<file path="config.mk">
export PLATFORM = sky130hd
export DESIGN_NAME = timed_pin_engine
export DESIGN_NICKNAME = d
export VERILOG_FILES = /design/src/rtl/tpe_pkg.sv /design/src/rtl/tpe_edge_sense.sv /design/src/rtl/tpe_mode_fsm.sv /design/src/rtl/tpe_capture.sv /design/src/rtl/timed_pin_engine.sv
export SDC_FILE = /design/constraint.sdc
export NUM_CORES = 1
export LEC_CHECK = 0
export BUFFER_PORTS_ARGS = -buffer_cell sky130_fd_sc_hd__buf_4
export CORE_MARGIN = 2
export CORE_UTILIZATION = 45
export CTS_CLUSTER_DIAMETER = 80
export DETAILED_ROUTE_END_ITERATION = 10
export PLACE_DENSITY = 0.66
export SYNTH_ARGS = -nofsm -noshare
export SYNTH_HDL_FRONTEND = slang
export SYNTH_SLANG_ARGS = --single-unit
</file>
<file path="constraint.sdc">
create_clock -name clk -period 3.65 [get_ports clk]
set_clock_uncertainty 0.2 [all_clocks]
set_input_delay 0.73 -clock clk [delete_from_list [all_inputs] [get_ports clk]]
set_output_delay 0.73 -clock clk [all_outputs]
set_load 0.03 [all_outputs]
</file>
<file path="src/rtl/tpe_pkg.sv">
package tpe_pkg;

    localparam int CTRL_W = 5;

    // register offsets within one pin's window
    localparam logic [7:0] OFS_CLOCK_LO  = 8'h00;
    localparam logic [7:0] OFS_CLOCK_HI  = 8'h04;
    localparam logic [7:0] OFS_CFG       = 8'h10;
    localparam logic [7:0] OFS_MATCH_LO  = 8'h20;
    localparam logic [7:0] OFS_MATCH_HI  = 8'h24;
    localparam logic [7:0] OFS_STEP_LO   = 8'h28;
    localparam logic [7:0] OFS_STEP_HI   = 8'h2C;
    localparam logic [7:0] OFS_STAMP_LO  = 8'h30;
    localparam logic [7:0] OFS_STAMP_HI  = 8'h34;
    localparam logic [7:0] OFS_KEPT_LO   = 8'h38;
    localparam logic [7:0] OFS_KEPT_HI   = 8'h3C;
    localparam logic [7:0] OFS_TALLY_LO  = 8'h40;
    localparam logic [7:0] OFS_TALLY_HI  = 8'h44;

    localparam logic [1:0] EDGE_RISE = 2'b00;
    localparam logic [1:0] EDGE_FALL = 2'b01;

    typedef enum logic [1:0] {
        ST_IDLE,
        ST_ARMED,
        ST_SPENT,
        ST_LISTEN
    } tpe_state_e;

    // packed so that enable lands on bit 0 and repeat on bit 4
    typedef struct packed {
        logic       repeat_on;
        logic [1:0] edge_sel;
        logic       dir_in;
        logic       en;
    } tpe_ctrl_t;

endpackage

</file>
<file path="src/rtl/tpe_edge_sense.sv">
module tpe_edge_sense
    import tpe_pkg::*;
#(
    parameter int SYNC_LEN = 2
) (
    input  logic       clk,
    input  logic       rst_n,
    input  logic       pin_raw,
    input  logic       arm,
    input  logic [1:0] edge_sel,
    output logic       hit
);
    // chain[SYNC_LEN-1] is the settled level, chain[SYNC_LEN] its previous value
    logic [SYNC_LEN:0] chain;
    logic level, prev, rise, fall;

    always_ff @(posedge clk or negedge rst_n) begin
        if (!rst_n) chain <= '0;
        else        chain <= {chain[SYNC_LEN-1:0], pin_raw};
    end

    assign level = chain[SYNC_LEN-1];
    assign prev  = chain[SYNC_LEN];
    assign rise  = level & ~prev;
    assign fall  = ~level & prev;

    always_comb begin
        unique case (edge_sel)
            EDGE_RISE: hit = arm & rise;
            EDGE_FALL: hit = arm & fall;
            default:   hit = arm & (rise | fall);
        endcase
    end
endmodule

</file>
<file path="src/rtl/tpe_mode_fsm.sv">
module tpe_mode_fsm
    import tpe_pkg::*;
#(
    parameter int TIME_W = 64
) (
    input  logic              clk,
    input  logic              rst_n,
    input  tpe_ctrl_t         ctrl,
    input  logic [TIME_W-1:0] match_cfg,
    input  logic [TIME_W-1:0] step_cfg,
    input  logic [TIME_W-1:0] time_now,
    output tpe_state_e        state,
    output logic              pin_out
);
    tpe_state_e        state_nx;
    logic [TIME_W-1:0] next_match;
    logic              due;

    assign due = (time_now >= next_match);

    always_comb begin
        state_nx = state;
        unique case (state)
            ST_IDLE: begin
                if (ctrl.en) state_nx = ctrl.dir_in ? ST_LISTEN : ST_ARMED;
            end
            ST_ARMED: begin
                if (!ctrl.en)                      state_nx = ST_IDLE;
                else if (due && !ctrl.repeat_on)   state_nx = ST_SPENT;
            end
            ST_SPENT: begin
                if (!ctrl.en) state_nx = ST_IDLE;
            end
            ST_LISTEN: begin
                if (!ctrl.en) state_nx = ST_IDLE;
            end
            default: state_nx = ST_IDLE;
        endcase
    end

    always_ff @(posedge clk or negedge rst_n) begin
        if (!rst_n) state <= ST_IDLE;
        else        state <= state_nx;
    end

    always_ff @(posedge clk or negedge rst_n) begin
        if (!rst_n) begin
            next_match <= '0;
            pin_out    <= 1'b0;
        end else begin
            if (state == ST_IDLE) begin
                next_match <= match_cfg;
            end else if (state == ST_ARMED && ctrl.en && due) begin
                pin_out <= ~pin_out;
                if (ctrl.repeat_on) next_match <= next_match + step_cfg;
            end
        end
    end
endmodule

</file>
<file path="src/rtl/tpe_capture.sv">
module tpe_capture #(
    parameter int TIME_W = 64,
    parameter int CNT_W  = 64
) (
    input  logic              clk,
    input  logic              rst_n,
    input  logic              hit,
    input  logic [TIME_W-1:0] time_now,
    output logic [TIME_W-1:0] stamp,
    output logic [CNT_W-1:0]  tally,
    output logic [CNT_W-1:0]  tally_kept
);
    logic [CNT_W-1:0] tally_inc;

    assign tally_inc = tally + 1'b1;

    always_ff @(posedge clk or negedge rst_n) begin
        if (!rst_n) begin
            stamp      <= '0;
            tally      <= '0;
            tally_kept <= '0;
        end else if (hit) begin
            stamp      <= time_now;
            tally      <= tally_inc;
            tally_kept <= tally_inc;
        end
    end
endmodule

</file>
<file path="src/rtl/timed_pin_engine.sv">
module timed_pin_engine
    import tpe_pkg::*;
#(
    parameter int DATA_W   = 32,
    parameter int ADDR_W   = 8,
    parameter int SYNC_LEN = 2
) (
    input  logic                clk,
    input  logic                rst_n,
    input  logic [2*DATA_W-1:0] time_now,
    input  logic                reg_wr,
    input  logic                reg_rd,
    input  logic [ADDR_W-1:0]   reg_addr,
    input  logic [DATA_W-1:0]   reg_wdata,
    output logic [DATA_W-1:0]   reg_rdata,
    input  logic                pin_in,
    output logic                pin_out
);
    localparam int TIME_W = 2 * DATA_W;
    localparam int CNT_W  = 2 * DATA_W;

    tpe_ctrl_t         ctrl_q;
    logic [TIME_W-1:0] match_cfg;
    logic [TIME_W-1:0] step_cfg;
    logic [DATA_W-1:0] hi_hold;
    logic [TIME_W-1:0] stamp;
    logic [CNT_W-1:0]  tally;
    logic [CNT_W-1:0]  tally_kept;
    tpe_state_e        state;
    logic              edge_hit;
    logic              cfg_en;
    logic [7:0]        ofs;

    assign cfg_en = ctrl_q.en;
    assign ofs    = 8'(reg_addr);

    // register writes; 64-bit settings are locked while enabled
    always_ff @(posedge clk or negedge rst_n) begin
        if (!rst_n) begin
            ctrl_q    <= '0;
            match_cfg <= '0;
            step_cfg  <= '0;
        end else if (reg_wr) begin
            unique case (ofs)
                OFS_CFG:      ctrl_q <= tpe_ctrl_t'(reg_wdata[CTRL_W-1:0]);
                OFS_MATCH_LO: if (!ctrl_q.en) match_cfg[DATA_W-1:0]      <= reg_wdata;
                OFS_MATCH_HI: if (!ctrl_q.en) match_cfg[TIME_W-1:DATA_W] <= reg_wdata;
                OFS_STEP_LO:  if (!ctrl_q.en) step_cfg[DATA_W-1:0]       <= reg_wdata;
                OFS_STEP_HI:  if (!ctrl_q.en) step_cfg[TIME_W-1:DATA_W]  <= reg_wdata;
                default: ;
            endcase
        end
    end

    // registered reads; low-word reads of live values park the high word
    always_ff @(posedge clk or negedge rst_n) begin
        if (!rst_n) begin
            reg_rdata <= '0;
            hi_hold   <= '0;
        end else if (reg_rd) begin
            unique case (ofs)
                OFS_CLOCK_LO: begin
                    reg_rdata <= time_now[DATA_W-1:0];
                    hi_hold   <= time_now[TIME_W-1:DATA_W];
                end
                OFS_STAMP_LO: begin
                    reg_rdata <= stamp[DATA_W-1:0];
                    hi_hold   <= stamp[TIME_W-1:DATA_W];
                end
                OFS_KEPT_LO: begin
                    reg_rdata <= tally_kept[DATA_W-1:0];
                    hi_hold   <= tally_kept[CNT_W-1:DATA_W];
                end
                OFS_TALLY_LO: begin
                    reg_rdata <= tally[DATA_W-1:0];
                    hi_hold   <= tally[CNT_W-1:DATA_W];
                end
                OFS_CLOCK_HI, OFS_STAMP_HI, OFS_KEPT_HI, OFS_TALLY_HI:
                    reg_rdata <= hi_hold;
                OFS_CFG:      reg_rdata <= DATA_W'(ctrl_q);
                OFS_MATCH_LO: reg_rdata <= match_cfg[DATA_W-1:0];
                OFS_MATCH_HI: reg_rdata <= match_cfg[TIME_W-1:DATA_W];
                OFS_STEP_LO:  reg_rdata <= step_cfg[DATA_W-1:0];
                OFS_STEP_HI:  reg_rdata <= step_cfg[TIME_W-1:DATA_W];
                default:      reg_rdata <= '0;
            endcase
        end
    end

    tpe_mode_fsm #(.TIME_W(TIME_W)) u_fsm (
        .clk       (clk),
        .rst_n     (rst_n),
        .ctrl      (ctrl_q),
        .match_cfg (match_cfg),
        .step_cfg  (step_cfg),
        .time_now  (time_now),
        .state     (state),
        .pin_out   (pin_out)
    );

    tpe_edge_sense #(.SYNC_LEN(SYNC_LEN)) u_edge (
        .clk      (clk),
        .rst_n    (rst_n),
        .pin_raw  (pin_in),
        .arm      (state == ST_LISTEN),
        .edge_sel (ctrl_q.edge_sel),
        .hit      (edge_hit)
    );

    tpe_capture #(.TIME_W(TIME_W), .CNT_W(CNT_W)) u_cap (
        .clk        (clk),
        .rst_n      (rst_n),
        .hit        (edge_hit),
        .time_now   (time_now),
        .stamp      (stamp),
        .tally      (tally),
        .tally_kept (tally_kept)
    );
endmodule

</file>
== Yosys cells after proc, flatten, opt, wreduce, memory -nomap -nowiden ==
Index checks and enable logic that the tools add are counted.
Cells by class
  bitwise gates (word level): 11
  reductions and logical operators: 22
  muxes and demuxes: 12
  order comparisons: 1
  add/subtract/negate cells: 2
  equal/unequal tests: 19
Operator list (number)
  case mux 32 bit (9 select lines): 1
  2-to-1 mux 64 bit: 3
  case mux 32 bit (3 select lines): 1
  adder 64 x 1 -> 64 bit (second input constant): 1
  adder 64 bit: 1
  == test 8 x 6 -> 1 bit (second input constant): 8
  >= comparator 64 bit: 1
  == test 8 x 7 -> 1 bit (second input constant): 2
  AND reduction 3 bit: 5
  2-to-1 mux 2 bit: 5
  == test 8 x 3 -> 1 bit (second input constant): 1
  == test 8 x 5 -> 1 bit (second input constant): 1
  zero test 8 bit: 1
  AND reduction 2 bit: 4
  case mux 2 bit (3 select lines): 1
  AND 1 bit: 5
  NOT 1 bit: 5
  == test 2 x 1 -> 1 bit (second input constant): 2
  == test 2 bit (second input constant): 2
  zero test 2 bit: 2
  inequality test 2 bit (second input constant): 2
  nonzero test 2 bit: 2
  nonzero test 4 bit: 1
  OR reduction 2 bit: 2
  6 further kinds: 8
Word-level totals
  output and inout port bits: 33
  logic and storage cells: 83
  input bits: 109
  register bits after elaboration: 395

== Longest topological paths before layout ==
  depth in word-level cells: 5
  depth in mapped cells: 15
  mapped depth without buffers: 13

== Hierarchy ==
From an unflattened synthesis, not the netlist that was laid out.
Unflattened totals
  cells, all modules: 2529
  area total of the unflattened synthesis: 24990.2 µm²
Modules (own cells, without submodules)
  timed_pin_engine: cells each 873, instances 1, area an instance 10316.1 µm²
  tpe_mode_fsm: cells each 1164, instances 1, area an instance 8682.1 µm²
  tpe_capture: cells each 482, instances 1, area an instance 5859.4 µm²
  tpe_edge_sense: cells each 10, instances 1, area an instance 132.6 µm²

== Worst setup path before layout ==
No wires, ideal clock.
  path type: in2reg
  start: input time_now[45]
  end: register u_fsm.next_match[56]
  data arrival time: 3.744 ns
  slack: -0.398 ns
  path buffers: 1
  stages on the path: 11
  setup time: 0.104 ns
  path through: ha_1 nand4_1 or4_1 or3_1 or4_1 a21oi_2 o211ai_2 or2_0 buf_2 or4_1 o311ai_1
On the way
  longest elaborated chain between the ends: 4
RTL lines
  from (decl): line timed_pin_engine.sv:10  | input logic [2*DATA_W-1:0] time_now,
  >= comparator 64 bit: line tpe_mode_fsm.sv:19  | assign due = (time_now >= next_match);
  logical AND 1 bit: line tpe_mode_fsm.sv:53  | end else if (state == ST_ARMED && ctrl.en && due) begin
  nonzero test 2 bit (no source line)
  AND reduction 2 bit (no source line)
  to (signal assigned): line tpe_mode_fsm.sv:52  | next_match <= match_cfg;
  to (signal assigned): line tpe_mode_fsm.sv:55  | if (ctrl.repeat_on) next_match <= next_match + step_cfg;
  to (decl): line tpe_mode_fsm.sv:16  | logic [TIME_W-1:0] next_match;
No other way between the ends.
A chain may end at the register's enable or synchronous reset.

== Worst setup path after layout ==
  start: register u_fsm.next_match[42]
  end: register u_fsm.next_match[56]
On the way
  longest elaborated chain between the ends: 4
RTL lines (line)
  adder 64 bit / >= comparator 64 bit (equally long branches): tpe_mode_fsm.sv:55, tpe_mode_fsm.sv:19
  2-to-1 mux 64 bit / logical AND 1 bit (equally long branches): tpe_mode_fsm.sv:55, tpe_mode_fsm.sv:53
  2-to-1 mux 64 bit / nonzero test 2 bit (equally long branches)
  2-to-1 mux 64 bit / AND reduction 2 bit (equally long branches)
Parallel ways exist; a longest one is shown, timed or not. The select of a mux whose other input is x is not followed.

==> flow_summary_export.csv <==
group,metric,value,unit
worst_setup_path,cp-end-kind,"register",
worst_setup_path,rr_endpoint,"u_fsm.next_match[56]",
finish,fin_area,0.02850,mm^2
clock_tree,htree_levels,2,
worst_setup_path,crit_buf_inv,3,
placement,place_ws,-0.6861,ns
yosys,synth_edf_count,0,
placement,dpl_cell_area,0.02625,mm^2
clock_tree,clock-root-buffer,"clkbuf_16",
yosys,async_reset_ff_frac,1.000,
worst_setup_path,crit_type,"register to register",
yosys,ys_seq_area_frac,0.4392,
sta,timing.fmax,252.8,MHz
placement,portBuffers,141,
worst_setup_path,crit_fanout,5,
sta,setup_viol,64,
yosys,netlist_area,0.02251,mm^2
pwr,cellPowerDensity,381.2,mW/mm^2
yosys,synth_cells,2340,
yosys,synth_flop_cell,"dfrtp_1",
grt,track_usage,0.3145,
clock_tree,insertion_delay,0.59,ns
worst_setup_path,slowest_delay,0.57,ns
finish,num-fill-cells,4305,
worst_setup_path,critPathCapture,"u_fsm.next_match[56]",
yosys,syn-num-nets,2580,
floorplan,start_util,0.4579,
floorplan,die_area,0.05182,mm^2
finish,multi_input_area,0.01221,mm^2
sta,rsz0062_at_grt,"yes",
sta,hold_viol,0,
worst_setup_path,crit_family,"simple AND/OR/NAND/NOR gates",
finish,layout.nets,2922,
floorplan,rows,81,
finish,seq_area,0.009896,mm^2
flow_run,max_cap_viol_count,0,
grt,grt_overflow,0,
finish,syn_to_final_growth,26.65,%
detailed_routing,drt_wl_total,81030,um
finish,drive_gt1_frac,0.2756,
floorplan,die_w,227.6,um
worst_setup_path,crit_slowest_cell,"or4_4",
grt,grt_pass1_wl,122100,um
worst_setup_path,reg2reg_depth,14,
clock_tree,tritoncts,"yes",
detailed_routing,wl_per_cell,23.96,um
grt,grt_max_degree,75,
worst_setup_path,cp-startpoint,"u_fsm.next_match[42]",
worst_setup_path,crit_required,3.88,ns
clock_tree,path_clk_slew,0.06,ns
yosys,yosysUniqueCellTypes,68,
sta,worst_slew_pin_slew,1.011,ns
status,violations,"setup timing",
worst_setup_path,r2r_setup_slack,-0.31,ns
placement,routabilityCongestion,0.9617,
pwr,ir_worst_vdd,0.3204,mV
finish,post-route-util,0.5799,
clock_tree,cts_inserted_buffers,45,
worst_setup_path,reg2reg_from,"u_fsm.next_match[42]",
sta,fin_crit,3.955,ns
detailed_routing,drt-initial-drc-count,2009,
worst_setup_path,worstSetupStartpointType,"register",
placement,placedCellCount,3280,
worst_hold_path,hold_path_class,"primary input to register",
yosys,postSynthAreaPerCell,9.618,um^2
clock_tree,clock_path_buffers,3,
status,status,"complete, but fails checks",
sta,drv_slew,0,
worst_setup_path,cp_cell_sequence,"inv_2 > ha_4 > nand4_1 > or4_4 > or3_4 > or4_4 > a21oi_4 > o211ai_2 > buf_4 > nor2_4 > nor2_4 > buf_6 > a221oi_2 > o311ai_1",
worst_setup_path,crit_cells,14,
placement,dp_hpwl,59650,um
floorplan,fp.dieH,227.6,um
sta,min_period_over_period,1.084,
sta,worst_slack,-0.3053,ns
grt,grt_pass1_vias,19977,
floorplan,ios,142,
detailed_routing,vias,20404,
detailed_routing,drt_pre_antenna_iters,6,
yosys,synth_warnings,0,
worst_setup_path,worstPathArrival,4.19,ns
detailed_routing,vias_per_cell,6.033,
grt,antenna_found_initial,6,
finish,fin_cells,3382,
finish,diodes,0,
detailed_routing,drcViolationCount,0,
yosys,ys_ff_latch,395,
clock_tree,clock_sinks,395,
floorplan,placeableCoreArea,0.04915,mm^2
sta,slew_headroom,0.3260,
pwr,p_leak,13.06,nW
detailed_routing,antenna_left,0,
## cell families after synthesis
group,synth area share
buf+inv,0.04398
flops,0.4392
mux,0.07428
fa+ha+maj,0.07316
compound gates,0.1909
xor+xnor,0.04553
simple gates,0.1329
## where the power goes
part / total [W] / switching (W) / leakage, nW / internal, W
clock network: 0.00483 / 0.00195 / 0.774 / 0.00288
registers: 0.00478 / 0.000235 / 5.10 / 0.00455
logic: 0.00125 / 0.000681 / 7.18 / 0.000570
## state kept, by name (all words and copies together) (netlist names)
name,flops
u_edge.chain,3
cfg_en,1
match_cfg,64
ctrl_q,4
hi_hold,32
u_cap.stamp,64
u_fsm.pin_out,1
u_fsm.next_match,64
u_fsm.state,2
reg_rdata,32
u_cap.tally,64
step_cfg,64
## cell usage after synthesis, types with 9 or more instances
cell type,n,area share
dfrtp_1,395,0.44
and2_1,11,0.0031
mux2i_1,14,0.0062
nand3_1,35,0.0078
a22oi_1,48,0.016
nor2_1,83,0.014
a221oi_1,42,0.016
a222oi_1,28,0.012
o21bai_1,20,0.0067
a31oi_1,9,0.0025
a211oi_1,9,0.0030
a221o_1,21,0.0093
or3_1,9,0.0025
o22ai_1,35,0.0097
a21o_1,48,0.016
buf_1,10,0.0017
ha_1,130,0.072
nand2_1,359,0.060
and3_1,45,0.013
a21oi_1,129,0.029
xnor2_1,80,0.031
nor3_1,28,0.0062
clkbuf_1,111,0.019
xor2_1,37,0.014
nand2b_1,9,0.0025
o21ai_0,127,0.028
a22o_1,54,0.021
mux2_2,136,0.068
nor2b_1,9,0.0025
inv_1,134,0.022
nand4_1,39,0.011
## layout make-up
cell class | count | area share
Clock inverter | 21 | 0.009525
Sequential cell | 395 | 0.3472
Timing Repair Buffer | 419 | 0.1223
Inverter | 134 | 0.01765
Multi-Input combinational cell | 1687 | 0.4283
Clock buffer | 62 | 0.04600
Tap cell | 664 | 0.02915
## how the worst min path moves through the flow
| stage | startpoint | end | slack [ns] | depth (start not counted) |
|---|---|---|---|---|
| 3_5_place_dp | u_edge.chain[0] | u_edge.chain[1] | 0.14 | 0 |
| 2_1_floorplan | u_edge.chain[0] | u_edge.chain[1] | 0.13 | 0 |
| 4_1_cts | pin_in | u_edge.chain[0] | 0.04 | 1 |
| 3_3_place_gp | u_edge.chain[0] | u_edge.chain[1] | 0.14 | 0 |
| 5_1_grt | pin_in | u_edge.chain[0] | 0.04 | 1 |
| 6_report | pin_in | u_edge.chain[0] | 0.07 | 1 |
## cell usage in the layout, fill, tap and decap left out, types with 34 or more instances in the layout
cell type,count
dfrtp_1,386
buf_4,385
nand2_1,358
mux2_2,136
inv_1,128
a21oi_1,126
ha_1,123
o21ai_0,86
xnor2_1,80
nor2_1,75
a22o_1,54
a21o_1,48
clkbuf_16,47
and3_1,44
nand4_1,39
xor2_1,37
nand3_1,35
a221oi_1,35
o22ai_1,34
## through the flow
stage	setup TNS (ns)	power [W]	hold WS [ns]
finish	-13.44	0.01087	0.06598
CTS	-10.36	0.01087	0.03635
global route	-17.87	0.01123	0.03998
global placement	-30.64	0.005987	0.1410
detailed placement	-38.00	0.006022	0.1413
floorplan	-5.898	0.005294	0.1312
## timing repair
action / in CTS / in global routing
pin swaps: 11 / 13
hold buffers: 1 / 0
resized for setup: 53 / 55
cloned: 2 / 2
endpoints found under the setup margin: 65 / 67
buffers inserted: 10 / 9
hold endpoints to repair: 67 / 0
## per-layer routing
metal,vias to the layer above,GRT usage,routed length [um]
met2,818,0.4960,36790
met3,139,0.06119,6835
met1,10255,0.4436,35190
met4,2,0.08455,2206
met5,-,0,13
li1,9190,-,-
(Power assumes the default switching activity.)
